==> src/rtl/uart_stat_pkg.sv <==
// Package: shared widths and trigger-level decode for the UART status unit.
// Assumes the FIFO depth is at least 14 so that every trigger level fits.
package uart_stat_pkg;

    localparam int unsigned DATA_W = 8;
    localparam int unsigned TAG_W  = 3;

    // Error tag bit positions inside an entry tag
    localparam int unsigned TAG_PAR = 0;
    localparam int unsigned TAG_FRM = 1;
    localparam int unsigned TAG_BRK = 2;

    typedef enum logic [1:0] {
        IRQ_NONE = 2'b00,
        IRQ_TX   = 2'b01,
        IRQ_RX   = 2'b10
    } irq_src_e;

    // Decode the two-bit trigger code into an entry count
    function automatic int unsigned trig_level(input logic [1:0] code);
        case (code)
            2'b00:   return 1;
            2'b01:   return 4;
            2'b10:   return 8;
            default: return 14;
        endcase
    endfunction

endpackage

==> src/rtl/ust_rx_fifo.sv <==
// Module: receive FIFO with one error tag per entry.
// It tracks occupancy, the count of tagged entries and the sticky overrun flag.
// Assumes push and pop are single-cycle strobes. The capacity drops to one
// entry when fifo_en is low.
module ust_rx_fifo #(
    parameter int unsigned DEPTH = 16,
    parameter int unsigned DW    = 8,
    parameter int unsigned TW    = 3,
    localparam int unsigned AW   = (DEPTH > 1) ? $clog2(DEPTH) : 1,
    localparam int unsigned CW   = $clog2(DEPTH + 1)
) (
    input  logic          clk,
    input  logic          rst_n,
    input  logic          fifo_en,
    input  logic          push,
    input  logic [DW-1:0] din,
    input  logic [TW-1:0] tin,
    input  logic          pop,
    input  logic          stat_rd,
    output logic [CW-1:0] count,
    output logic [DW-1:0] head_d,
    output logic [TW-1:0] head_t,
    output logic          err_any,
    output logic          ovr
);

    logic [DW-1:0] dmem [DEPTH];
    logic [TW-1:0] tmem [DEPTH];
    logic [AW-1:0] wr_ptr, rd_ptr;
    logic [CW-1:0] err_cnt;
    logic [CW-1:0] cap;
    logic          full, pop_ok, push_ok, ovr_set;

    // Capacity, acceptance and overrun decisions
    always_comb begin
        cap     = fifo_en ? CW'(DEPTH) : CW'(1);
        full    = (count >= cap);
        pop_ok  = pop && (count != '0);
        push_ok = push && (!full || pop_ok);
        ovr_set = push && full && !pop_ok;
    end

    // Entry storage written on accepted pushes
    always_ff @(posedge clk) begin
        if (push_ok) begin
            dmem[wr_ptr] <= din;
            tmem[wr_ptr] <= tin;
        end
    end

    // Pointer and occupancy update
    always_ff @(posedge clk) begin
        if (!rst_n) begin
            wr_ptr <= '0;
            rd_ptr <= '0;
            count  <= '0;
        end else begin
            if (push_ok)
                wr_ptr <= (wr_ptr == AW'(DEPTH - 1)) ? '0 : wr_ptr + 1'b1;
            if (pop_ok)
                rd_ptr <= (rd_ptr == AW'(DEPTH - 1)) ? '0 : rd_ptr + 1'b1;
            count <= count + CW'(push_ok) - CW'(pop_ok);
        end
    end

    // Count of stored entries that carry any error
    always_ff @(posedge clk) begin
        if (!rst_n)
            err_cnt <= '0;
        else
            err_cnt <= err_cnt + CW'(push_ok && (tin != '0))
                               - CW'(pop_ok && (head_t != '0));
    end

    // Sticky overrun: a new overrun wins over a status read clear
    always_ff @(posedge clk) begin
        if (!rst_n)
            ovr <= 1'b0;
        else if (ovr_set)
            ovr <= 1'b1;
        else if (stat_rd)
            ovr <= 1'b0;
    end

    // Head view, zeroed while empty
    always_comb begin
        head_d  = (count != '0) ? dmem[rd_ptr] : '0;
        head_t  = (count != '0) ? tmem[rd_ptr] : '0;
        err_any = (err_cnt != '0);
    end

endmodule

==> src/rtl/ust_irq_gen.sv <==
// Module: trigger-level register and registered interrupt generation.
// The receive source follows the trigger level in both directions.
// Receive has priority over transmit in the reported source.
// Assumes count is the registered FIFO occupancy.
module ust_irq_gen
    import uart_stat_pkg::*;
#(
    parameter int unsigned CW = 5
) (
    input  logic          clk,
    input  logic          rst_n,
    input  logic          fifo_en,
    input  logic [CW-1:0] count,
    input  logic          trig_wr,
    input  logic [1:0]    trig_sel,
    input  logic [1:0]    int_en,
    input  logic          tx_fifo_empty,
    output logic          irq,
    output logic [1:0]    irq_id
);

    logic [1:0]    trig_q;
    logic [CW-1:0] level;
    logic          rx_src, tx_src;
    irq_src_e      src_nxt;

    // Trigger selection register, reset to the one-entry level
    always_ff @(posedge clk) begin
        if (!rst_n)
            trig_q <= 2'b00;
        else if (trig_wr)
            trig_q <= trig_sel;
    end

    // Source evaluation and priority selection
    always_comb begin
        level  = fifo_en ? CW'(trig_level(trig_q)) : CW'(1);
        rx_src = int_en[0] && (count >= level);
        tx_src = int_en[1] && tx_fifo_empty;
        if (rx_src)
            src_nxt = IRQ_RX;
        else if (tx_src)
            src_nxt = IRQ_TX;
        else
            src_nxt = IRQ_NONE;
    end

    // Registered interrupt outputs
    always_ff @(posedge clk) begin
        if (!rst_n) begin
            irq    <= 1'b0;
            irq_id <= IRQ_NONE;
        end else begin
            irq    <= rx_src || tx_src;
            irq_id <= src_nxt;
        end
    end

endmodule

==> src/rtl/uart_fifo_stat.sv <==
// Module: top of the UART receive FIFO status and interrupt unit.
// It assembles the status byte from the FIFO state and the transmit flags.
// Assumes the host strobes are single-cycle. The status byte is combinational
// from registered state and the transmit inputs.
module uart_fifo_stat
    import uart_stat_pkg::*;
#(
    parameter int unsigned DEPTH = 16,
    localparam int unsigned CW   = $clog2(DEPTH + 1)
) (
    input  logic              clk,
    input  logic              rst_n,
    input  logic              fifo_en,
    input  logic              rx_push,
    input  logic [DATA_W-1:0] rx_data,
    input  logic [TAG_W-1:0]  rx_err,
    input  logic              host_rd_data,
    input  logic              host_rd_stat,
    input  logic              tx_fifo_empty,
    input  logic              tx_shift_empty,
    input  logic [1:0]        int_en,
    input  logic              trig_wr,
    input  logic [1:0]        trig_sel,
    output logic [DATA_W-1:0] rx_head,
    output logic [7:0]        line_stat,
    output logic              irq,
    output logic [1:0]        irq_id
);

    logic [CW-1:0]    count;
    logic [TAG_W-1:0] head_t;
    logic             err_any, ovr;

    ust_rx_fifo #(.DEPTH(DEPTH), .DW(DATA_W), .TW(TAG_W)) u_fifo (
        .clk     (clk),
        .rst_n   (rst_n),
        .fifo_en (fifo_en),
        .push    (rx_push),
        .din     (rx_data),
        .tin     (rx_err),
        .pop     (host_rd_data),
        .stat_rd (host_rd_stat),
        .count   (count),
        .head_d  (rx_head),
        .head_t  (head_t),
        .err_any (err_any),
        .ovr     (ovr)
    );

    ust_irq_gen #(.CW(CW)) u_irq (
        .clk           (clk),
        .rst_n         (rst_n),
        .fifo_en       (fifo_en),
        .count         (count),
        .trig_wr       (trig_wr),
        .trig_sel      (trig_sel),
        .int_en        (int_en),
        .tx_fifo_empty (tx_fifo_empty),
        .irq           (irq),
        .irq_id        (irq_id)
    );

    // Status byte assembly
    always_comb begin
        line_stat[0] = (count != '0);
        line_stat[1] = ovr;
        line_stat[2] = head_t[TAG_PAR];
        line_stat[3] = head_t[TAG_FRM];
        line_stat[4] = head_t[TAG_BRK];
        line_stat[5] = tx_fifo_empty;
        line_stat[6] = tx_fifo_empty && tx_shift_empty;
        line_stat[7] = err_any;
    end

endmodule

==> config.mk <==
export PLATFORM = sky130hd
export DESIGN_NAME = uart_fifo_stat
export DESIGN_NICKNAME = d
export VERILOG_FILES = /design/src/rtl/uart_stat_pkg.sv /design/src/rtl/ust_rx_fifo.sv /design/src/rtl/ust_irq_gen.sv /design/src/rtl/uart_fifo_stat.sv
export SDC_FILE = /design/constraint.sdc
export NUM_CORES = 1
export LEC_CHECK = 0
export ABC_AREA = 1
export BUFFER_PORTS_ARGS = -buffer_cell sky130_fd_sc_hd__clkbuf_2
export CAP_MARGIN = 20
export CORE_UTILIZATION = 44
export CTS_CLUSTER_SIZE = 14
export DETAILED_ROUTE_END_ITERATION = 7
export SYNTH_ARGS = -nofsm -noshare
export SYNTH_HDL_FRONTEND = slang
export SYNTH_SLANG_ARGS = --single-unit
==> constraint.sdc <==
create_clock -name clk -period 2.8 [get_ports clk]
set_clock_uncertainty 0.2 [all_clocks]
set_input_delay 0 -clock clk [delete_from_list [all_inputs] [get_ports clk]]
set_output_delay 0 -clock clk [all_outputs]
set_load 0.01 [all_outputs]
==> results.txt, run 1 <==
----------------------------------------------------
[Run status]
  Status ... finished, violations left
  Violated checks ... negative setup slack

[Clock network]
  Number of buffers between clock root and the deepest sink ... 3
  Number of CTS-inserted buffers ... 22
  Total number of clock tree sinks ... about 200
  CTS tree ... built
  Clock insertion delay at the later pin of the skew report ... a little under 0.5 ns
  Clk Tree Root Cell ... sky130_fd_sc_hd__clkbuf_16
  Clock slew at reported path FFs ... about 0.060 ns
  Htree depth ... 1

[Final layout]
  Post-route cell area ... around 11000 sq um
  Sequential cell area ... around 6000 sq um
  Final-layout fill cell count ... approximately 1700
  Number of antenna cells inserted ... 0
  Post-synthesis to final-layout area growth ... 19.90%
  Layout cells sized above 1 ... 0.1760
  Layout Nets ... 950
  Post-Route Utilization ... 0.5422
  Layout Cells excl Fill ... approximately 1200
  Multi-input gate area in the final layout ... approximately 2500 sq um

[Synth]
  Synth top cells by count ... sky130_fd_sc_hd__edfxtp_1, sky130_fd_sc_hd__nand2_1, sky130_fd_sc_hd__nor2_1
  Post-synthesis cell type count ... 33
  Synthesized area ... between 8000 and 9000 sq um
  Simple-gate portion of the synthesized area ... 0.1501
  Share of flip-flops with an asynchronous set or reset ... 0
  Synth Area per Inst ... 11.21 sq um
  EDFF count, synth ... around 180
  Total number of yosys warnings ... 0
  Commonest register cell after synthesis ... sky130_fd_sc_hd__edfxtp_1
  Main combinational cell family by area after synthesis ... simple AND/OR/NAND/NOR gates
  Synth Instances ... between 700 and 800
  Synth area leaders ... sky130_fd_sc_hd__edfxtp_1, sky130_fd_sc_hd__dfxtp_1, sky130_fd_sc_hd__nand2_1, sky130_fd_sc_hd__nor2_1, sky130_fd_sc_hd__nand3_1
  Adder and majority gate portion of the synthesized area ... 0.03982
  Most numerous cell in the Yosys netlist ... sky130_fd_sc_hd__edfxtp_1
  Synth Area in Compound Gates ... 0.08360
  Mapped Nets ... between 800 and 900
  Sequential-to-total area share from yosys stat ... 0.6598
  Proportion of netlist area held by the largest area contributor ... 0.5965
  Post-synthesis xor/xnor area fraction ... 0.004943
  Area leader, netlist ... sky130_fd_sc_hd__edfxtp_1
  Fraction of synthesized area in multiplexers ... 0
  Total of flip-flops plus latches after synthesis ... about 200

[STA]
  Maximum operating frequency ... about 350 MHz
  Relative slew slack ... 0.5835
  Count of final hold-check violations ... 0
  Part of the cycle the worst path needs ... 1.014
  Count of endpoints failing setup in the final report ... 2
  Worst hold slack after final layout ... approximately 0.028 ns
  Clock period minus final worst setup slack ... 2.839 ns
  Total count of max-transition violations in the final report ... 0
  RSZ-0062 raised after global routing ... yes
  Slack of the critical path ... -0.03905 ns
  Transition at the pin with the smallest max-transition slack ... roughly 0.62 ns
  Post-Route Setup TNS ... -0.04748 ns

[Pwr]
  Overall power of the completed layout ... 9.101 mW
  Power Dens Cells ... approximately 860 nW/um^2
  Worst supply voltage drop on vdd ... between 0.5 and 0.6 mV
  Leakage ... 4.142 nW

[Floorplan]
  Site row count ... just over 50
  Number of top-level pins ... 43
  Horiz. Die Dim ... ~140 um
  Starting utilization of the core area ... 0.4523
  Core Footprint ... 19590 sq um
  Die area ... a little over 20000 sq um
  Die boundary height ... approximately 140 um

[Worst setup path]
  Biggest fanout along the worst timing path ... 11
  Worst Path Required ... 3.03 ns
  Path type of the worst setup path ... reg2reg
  CP Launch Type ... flip-flop
  Type of destination of the critical path ... flip-flop
  Data arrival time of the critical path ... around 3.1 ns

[Global routing]
  Vias in the first global route ... 6157
  Number of antenna violations at the first check in global routing ... 0
  Global-route congestion overflow total ... 0
  Total routing usage reported by global routing ... 0.2081
  Maximum number of pins on one net before global-route repair ... ~40
  Wire length of the first global-routing pass ... approximately 32 mm

[Detailed routing]
  DRT antenna net count ... 0
  Post-Route WL ... ~21 mm
  Detailed-route DRC error count ... 0
  Vias after detailed routing ... 6066
  Vias per cell ... around 5
  Drt initial violations ... between 400 and 500
  Count of TritonRoute iterations in the first routing pass ... 5
  Average detailed-routed wire length per instance ... roughly 18 um

[Placement]
  Post-placement cell area ... ~9600 sq um
  Setup Slack @ Placement ... -0.2705 ns
  IO Port Bufs ... 42
  Placer's final routability congestion estimate ... 0.8885
  Half-perimeter wire length after detailed placement ... 13.33 mm
  Total instance count after detailed placement ... approximately 1100

[Worst hold path]
  Type of the tightest min-delay check ... in2out

[Job]
  Max-cap violations ... 0

----------------------------------------------------
## final cells by class
type	instances	area share
Clock inverter	14	0.01296
Inverter	67	0.02485
Timing Repair Buffer	125	0.09034
Tap cell	265	0.03121
Multi-Input combinational cell	479	0.2358
Clock buffer	26	0.05418
Sequential cell	204	0.5506
## final timing paths
path / start / end / slack [ns] / depth (start not counted)
worst max-delay path: flip-flop / u_fifo.err_cnt[4] / -0.04 / 16
worst min-delay path: tx_fifo_empty / line_stat[5] / 0.03 / 2
worst max register to register: flip-flop / u_fifo.err_cnt[4] / -0.04 / 16
worst min register to register: u_fifo.rd_ptr[2] / flip-flop / 0.31 / 2
## registers in the layout, summed over array words and instances, names as in the netlist, named ones only
| register | count |
|---|---|
| u_irq.irq | 1 |
| u_irq.irq_id | 2 |
| u_fifo.rd_ptr | 4 |
| u_fifo.ovr | 1 |
| u_fifo.err_cnt | 5 |
| u_fifo.dmem | 128 |
| u_fifo.count | 5 |
| u_fifo.wr_ptr | 4 |
| u_fifo.tmem | 48 |
| u_irq.trig_q | 2 |
## metal layers
layer / routed length (um) / GRT usage / part of all wire
met1: 9213 / 0.2664 / 0.44
met2: 10270 / 0.3651 / 0.49
met3: 923 / 0.03099 / 0.044
met4: 421 / 0.05767 / 0.020
met5: 0 / 0 / 0
## cell usage in the layout, fill, tap and decap left out, drive strengths merged, types with 11 or more instances in the layout
cell	n
a21oi	44
buf	55
clkbuf	69
clkinv	11
dfxtp	28
dlygate4sd3	27
edfxtp	176
ha	25
inv	67
nand2	150
nand3	68
nor2	98
o21ai	57
## cells by family after synthesis
group / after synthesis
adders and majority gates: 27
and+or+nand+nor: 321
xor gates and xnor gates: 5
AOI/OAI and AO/OA: 126
DFF: 204
buffers and inverters: 107
## report_power, final
group | switching [mW] | total, mW | internal, mW
clock | 1.14 | 2.81 | 1.66
combinational | 1.66 | 2.68 | 1.02
sequential | 0.112 | 3.62 | 3.51
## worst max-delay path, stage by stage (launching register included)
cell and delay (ns):
sky130_fd_sc_hd__dfxtp_4 0.43, sky130_fd_sc_hd__clkbuf_16 0.19, sky130_fd_sc_hd__nand2_1 0.07, sky130_fd_sc_hd__nand3_1 0.08, sky130_fd_sc_hd__nand3_1 0.06, sky130_fd_sc_hd__nand3_1 0.11
sky130_fd_sc_hd__nand2_1 0.07, sky130_fd_sc_hd__nor2_1 0.11, sky130_fd_sc_hd__a21oi_1 0.08, sky130_fd_sc_hd__ha_1 0.27, sky130_fd_sc_hd__inv_1 0.07, sky130_fd_sc_hd__ha_2 0.17
sky130_fd_sc_hd__inv_1 0.05, sky130_fd_sc_hd__fa_2 0.37, sky130_fd_sc_hd__o31ai_4 0.22, sky130_fd_sc_hd__o21ai_1 0.08, sky130_fd_sc_hd__a21oi_1 0.13
## what timing repair did
| item | CTS | global route |
|---|---|---|
| pin swaps | 1 | 0 |
| hold buffers | 27 | 0 |
| buffers inserted | 0 | 1 |
| endpoints found under the setup margin | 2 | 6 |
| cloned | 0 | 1 |
| gates resized for setup | 6 | 7 |
| hold endpoints to repair | 204 | 0 |
No activity file was read; power rests on OpenSTA's default activity.
==> run 2: changes to the inputs <==
--- a/config.mk
+++ b/config.mk
@@ -11,6 +11,7 @@
 export CORE_UTILIZATION = 44
 export CTS_CLUSTER_SIZE = 14
 export DETAILED_ROUTE_END_ITERATION = 7
+export REMOVE_ABC_BUFFERS = 1
 export SYNTH_ARGS = -nofsm -noshare
 export SYNTH_HDL_FRONTEND = slang
 export SYNTH_SLANG_ARGS = --single-unit
==> results.txt, run 2 (synthesized netlist as in run 1, its figures left out) <==
----------------------------------------------------
[Clock network]
  Htree depth ... 1 (unchanged)
  Total number of clock tree sinks ... 204 (unchanged)
  Clk Tree Root Cell ... sky130_fd_sc_hd__clkbuf_16 (unchanged)
  Number of CTS-inserted buffers ... 22 (unchanged)
  CTS tree ... built (unchanged)
  Clock slew at reported path FFs ... 0.06 ns (about the same)
  Number of buffers between clock root and the deepest sink ... 3 (unchanged)
  Clock insertion delay at the later pin of the skew report ... 0.50 ns (was 0.49 ns)

[Run status]
  Status ... finished, violations left (unchanged)
  Violated checks ... negative setup slack (unchanged)

[Placement]
  Setup Slack @ Placement ... -0.1949 ns (was -0.2705 ns)
  Post-placement cell area ... 9550 sq um (was 9563 sq um)
  Total instance count after detailed placement ... 1101 (was 1111)
  Placer's final routability congestion estimate ... 0.8453 (was 0.8885)
  Half-perimeter wire length after detailed placement ... 12.74 mm (was 13.33 mm)
  IO Port Bufs ... 42 (unchanged)

[Floorplan]
  Die boundary height ... 143.9 um (unchanged)
  Starting utilization of the core area ... 0.4523 (unchanged)
  Core Footprint ... 19590 sq um (unchanged)
  Site row count ... 51 (unchanged)
  Horiz. Die Dim ... 143.9 um (unchanged)
  Die area ... 20710 sq um (unchanged)
  Number of top-level pins ... 43 (unchanged)

[Global routing]
  Wire length of the first global-routing pass ... 32.03 mm (was 32.40 mm)
  Global-route congestion overflow total ... 0 (unchanged)
  Vias in the first global route ... 6042 (was 6157)
  Number of antenna violations at the first check in global routing ... 0 (unchanged)
  Total routing usage reported by global routing ... 0.2074 (was 0.2081)
  Maximum number of pins on one net before global-route repair ... 65 (was 41)

[Worst setup path]
  Worst Path Required ... 2.99 ns (was 3.03 ns)
  Crit path capture ... u_fifo.err_cnt[2] (was u_fifo.err_cnt[4])
  Data arrival time of the critical path ... 3.00 ns (was 3.07 ns)
  Path type of the worst setup path ... reg2reg (unchanged)
  Worst path max stage delay ... 0.43 ns (about the same)
  R2R cell count ... 16 (unchanged)
  Biggest fanout along the worst timing path ... 8 (was 11)
  Worst path cell trace ... clkbuf_16, nand2_1, nand3_1, nand3_1, nand3_1, nand2_1, nor2_2, a21oi_2, ha_1, inv_1, ha_2, inv_1, fa_2, buf_4, o21ai_0, a21oi_1 (was clkbuf_16, nand2_1, nand3_1, nand3_1, nand3_1, nand2_1, nor2_1, a21oi_1, ha_1, inv_1, ha_2, inv_1, fa_2, o31ai_4, o21ai_1, a21oi_1)
  Crit path max-delay cell type ... sky130_fd_sc_hd__dfxtp_4 (unchanged)
  Type of destination of the critical path ... flip-flop (unchanged)
  Most used cell, CP ... sky130_fd_sc_hd__nand3_1 (unchanged)
  CP Launch Type ... flip-flop (unchanged)
  Minimum setup slack among reg-to-reg paths ... -0.01 ns (was -0.04 ns)
  Number of buffers and inverters on the critical path ... 4 (was 3)
  Number of gates on the worst path with buffers counted ... 16 (unchanged)
  Capturing point of the worst reg2reg path ... u_fifo.err_cnt[2] (was u_fifo.err_cnt[4])
  Delay-heaviest family, CP ... adder cells (unchanged)

[STA]
  Slack of the critical path ... -0.01105 ns (was -0.03905 ns)
  RSZ-0062 raised after global routing ... yes (unchanged)
  Part of the cycle the worst path needs ... 1.004 (was 1.014)
  Count of endpoints failing setup in the final report ... 2 (unchanged)
  Maximum operating frequency ... 355.7 MHz (was 352.2 MHz)
  Transition at the pin with the smallest max-transition slack ... 0.5833 ns (was 0.6241 ns)
  Total count of max-transition violations in the final report ... 0 (unchanged)
  Relative slew slack ... 0.6107 (was 0.5835)
  Clock period minus final worst setup slack ... 2.811 ns (was 2.839 ns)
  Worst hold slack after final layout ... 0.02290 ns (was 0.02835 ns)
  Count of final hold-check violations ... 0 (unchanged)
  Post-Route Setup TNS ... -0.01286 ns (was -0.04748 ns)

[Detailed routing]
  Average detailed-routed wire length per instance ... 17.73 um (was 17.65 um)
  Vias per cell ... 5.200 (was 5.141)
  DRT antenna net count ... 0 (unchanged)
  Post-Route WL ... 20.77 mm (was 20.83 mm)
  Vias after detailed routing ... 6094 (was 6066)
  Count of TritonRoute iterations in the first routing pass ... 5 (unchanged)
  Drt initial violations ... 540 (was 416)
  Detailed-route DRC error count ... 0 (unchanged)

[Final layout]
  Leading cell types in the layout, fill and taps excluded ... sky130_fd_sc_hd__edfxtp_1, sky130_fd_sc_hd__nand2_1, sky130_fd_sc_hd__nor2_1 (unchanged)
  Layout Nets ... 945 (was 950)
  Largest registers ... u_fifo.dmem: 128 flops, u_fifo.tmem: 48 flops (unchanged)
  Post-route cell area ... 10670 sq um (was 10620 sq um)
  Post-synthesis to final-layout area growth ... 20.48% (was 19.90%)
  Layout Cells excl Fill ... 1172 (was 1180)
  Most frequent standard cell in the layout excluding fill and tap cells ... sky130_fd_sc_hd__edfxtp_1 (unchanged)
  Number of flip-flops in the largest register ... 128 (unchanged)
  Number of antenna cells inserted ... 0 (unchanged)
  Layout cells sized above 1 ... 0.1786 (was 0.1760)
  Largest Register ... u_fifo.dmem (unchanged)

[Pwr]
  Power Dens Cells ... 852.8 nW/um^2 (was 856.8 nW/um^2)
  Leakage ... 4.141 nW (was 4.142 nW)
  Worst supply voltage drop on vdd ... 0.7185 mV (was 0.5874 mV)

[Job]
  Max-cap violations ... 0 (unchanged)

[Worst hold path]
  Instance count along the most critical hold path ... 2 (unchanged)
  Type of the tightest min-delay check ... in2out (unchanged)

----------------------------------------------------
run 2: worst min path at each step:
stage	from	endpoint	slack, ns
after detailed placement	int_en[0]	u_irq.irq_id[0]	-0.002
after global routing	tx_fifo_empty	line_stat[5]	0.04
after global placement	int_en[0]	u_irq.irq_id[0]	-0.006
after CTS	tx_fifo_empty	line_stat[5]	0.02
final	tx_fifo_empty	line_stat[5]	0.02
after floorplan	tx_fifo_empty	line_stat[5]	-0.20
run 2: per-layer routing:
| layer | track usage | vias up | part of all wire |
|---|---|---|---|
| li1 | - | 2930 | - |
| met1 | 0.2624 | 2960 | 0.42 |
| met2 | 0.3666 | 164 | 0.51 |
| met3 | 0.03199 | 40 | 0.045 |
| met4 | 0.05767 | 0 | 0.021 |
| met5 | 0 | - | 0 |
run 2: cell type report:
| cell class | count | area (sq um) |
|---|---|---|
| Multi-Input combinational cell | 479 | 2516 |
| Tap cell | 265 | 331.6 |
| Clock inverter | 11 | 108.9 |
| Timing Repair Buffer | 120 | 1003 |
| Fill cell | 1678 | 8916 |
| Clock buffer | 26 | 596.8 |
| Inverter | 67 | 264.0 |
| Sequential cell | 204 | 5853 |
run 2: where the power goes:
group	switching (mW)	internal, mW
clock network	1.12	1.70
logic	1.62	1.04
registers	0.119	3.51
total	2.86	6.24
run 2: stage by stage:
| step | util | power, mW |
|---|---|---|
| 2_1_floorplan | - | 5.167 |
| 4_1_cts | 0.5398 | 9.047 |
| 6_report | 0.5449 | 9.103 |
| 3_3_place_gp | 0.4875 | 6.031 |
| 5_1_grt | 0.5449 | 9.615 |
| 3_5_place_dp | 0.4875 | 6.129 |
run 2: timing repair:
item                                    in CTS  in global routing
setup buffers                                0                  5
endpoints found under the hold margin      205                  0
gates cloned                                 0                  1
hold buffers                                29                  0
pin swaps                                    1                  4
resized for setup                            7                 18
endpoints found under the setup margin       8                 14
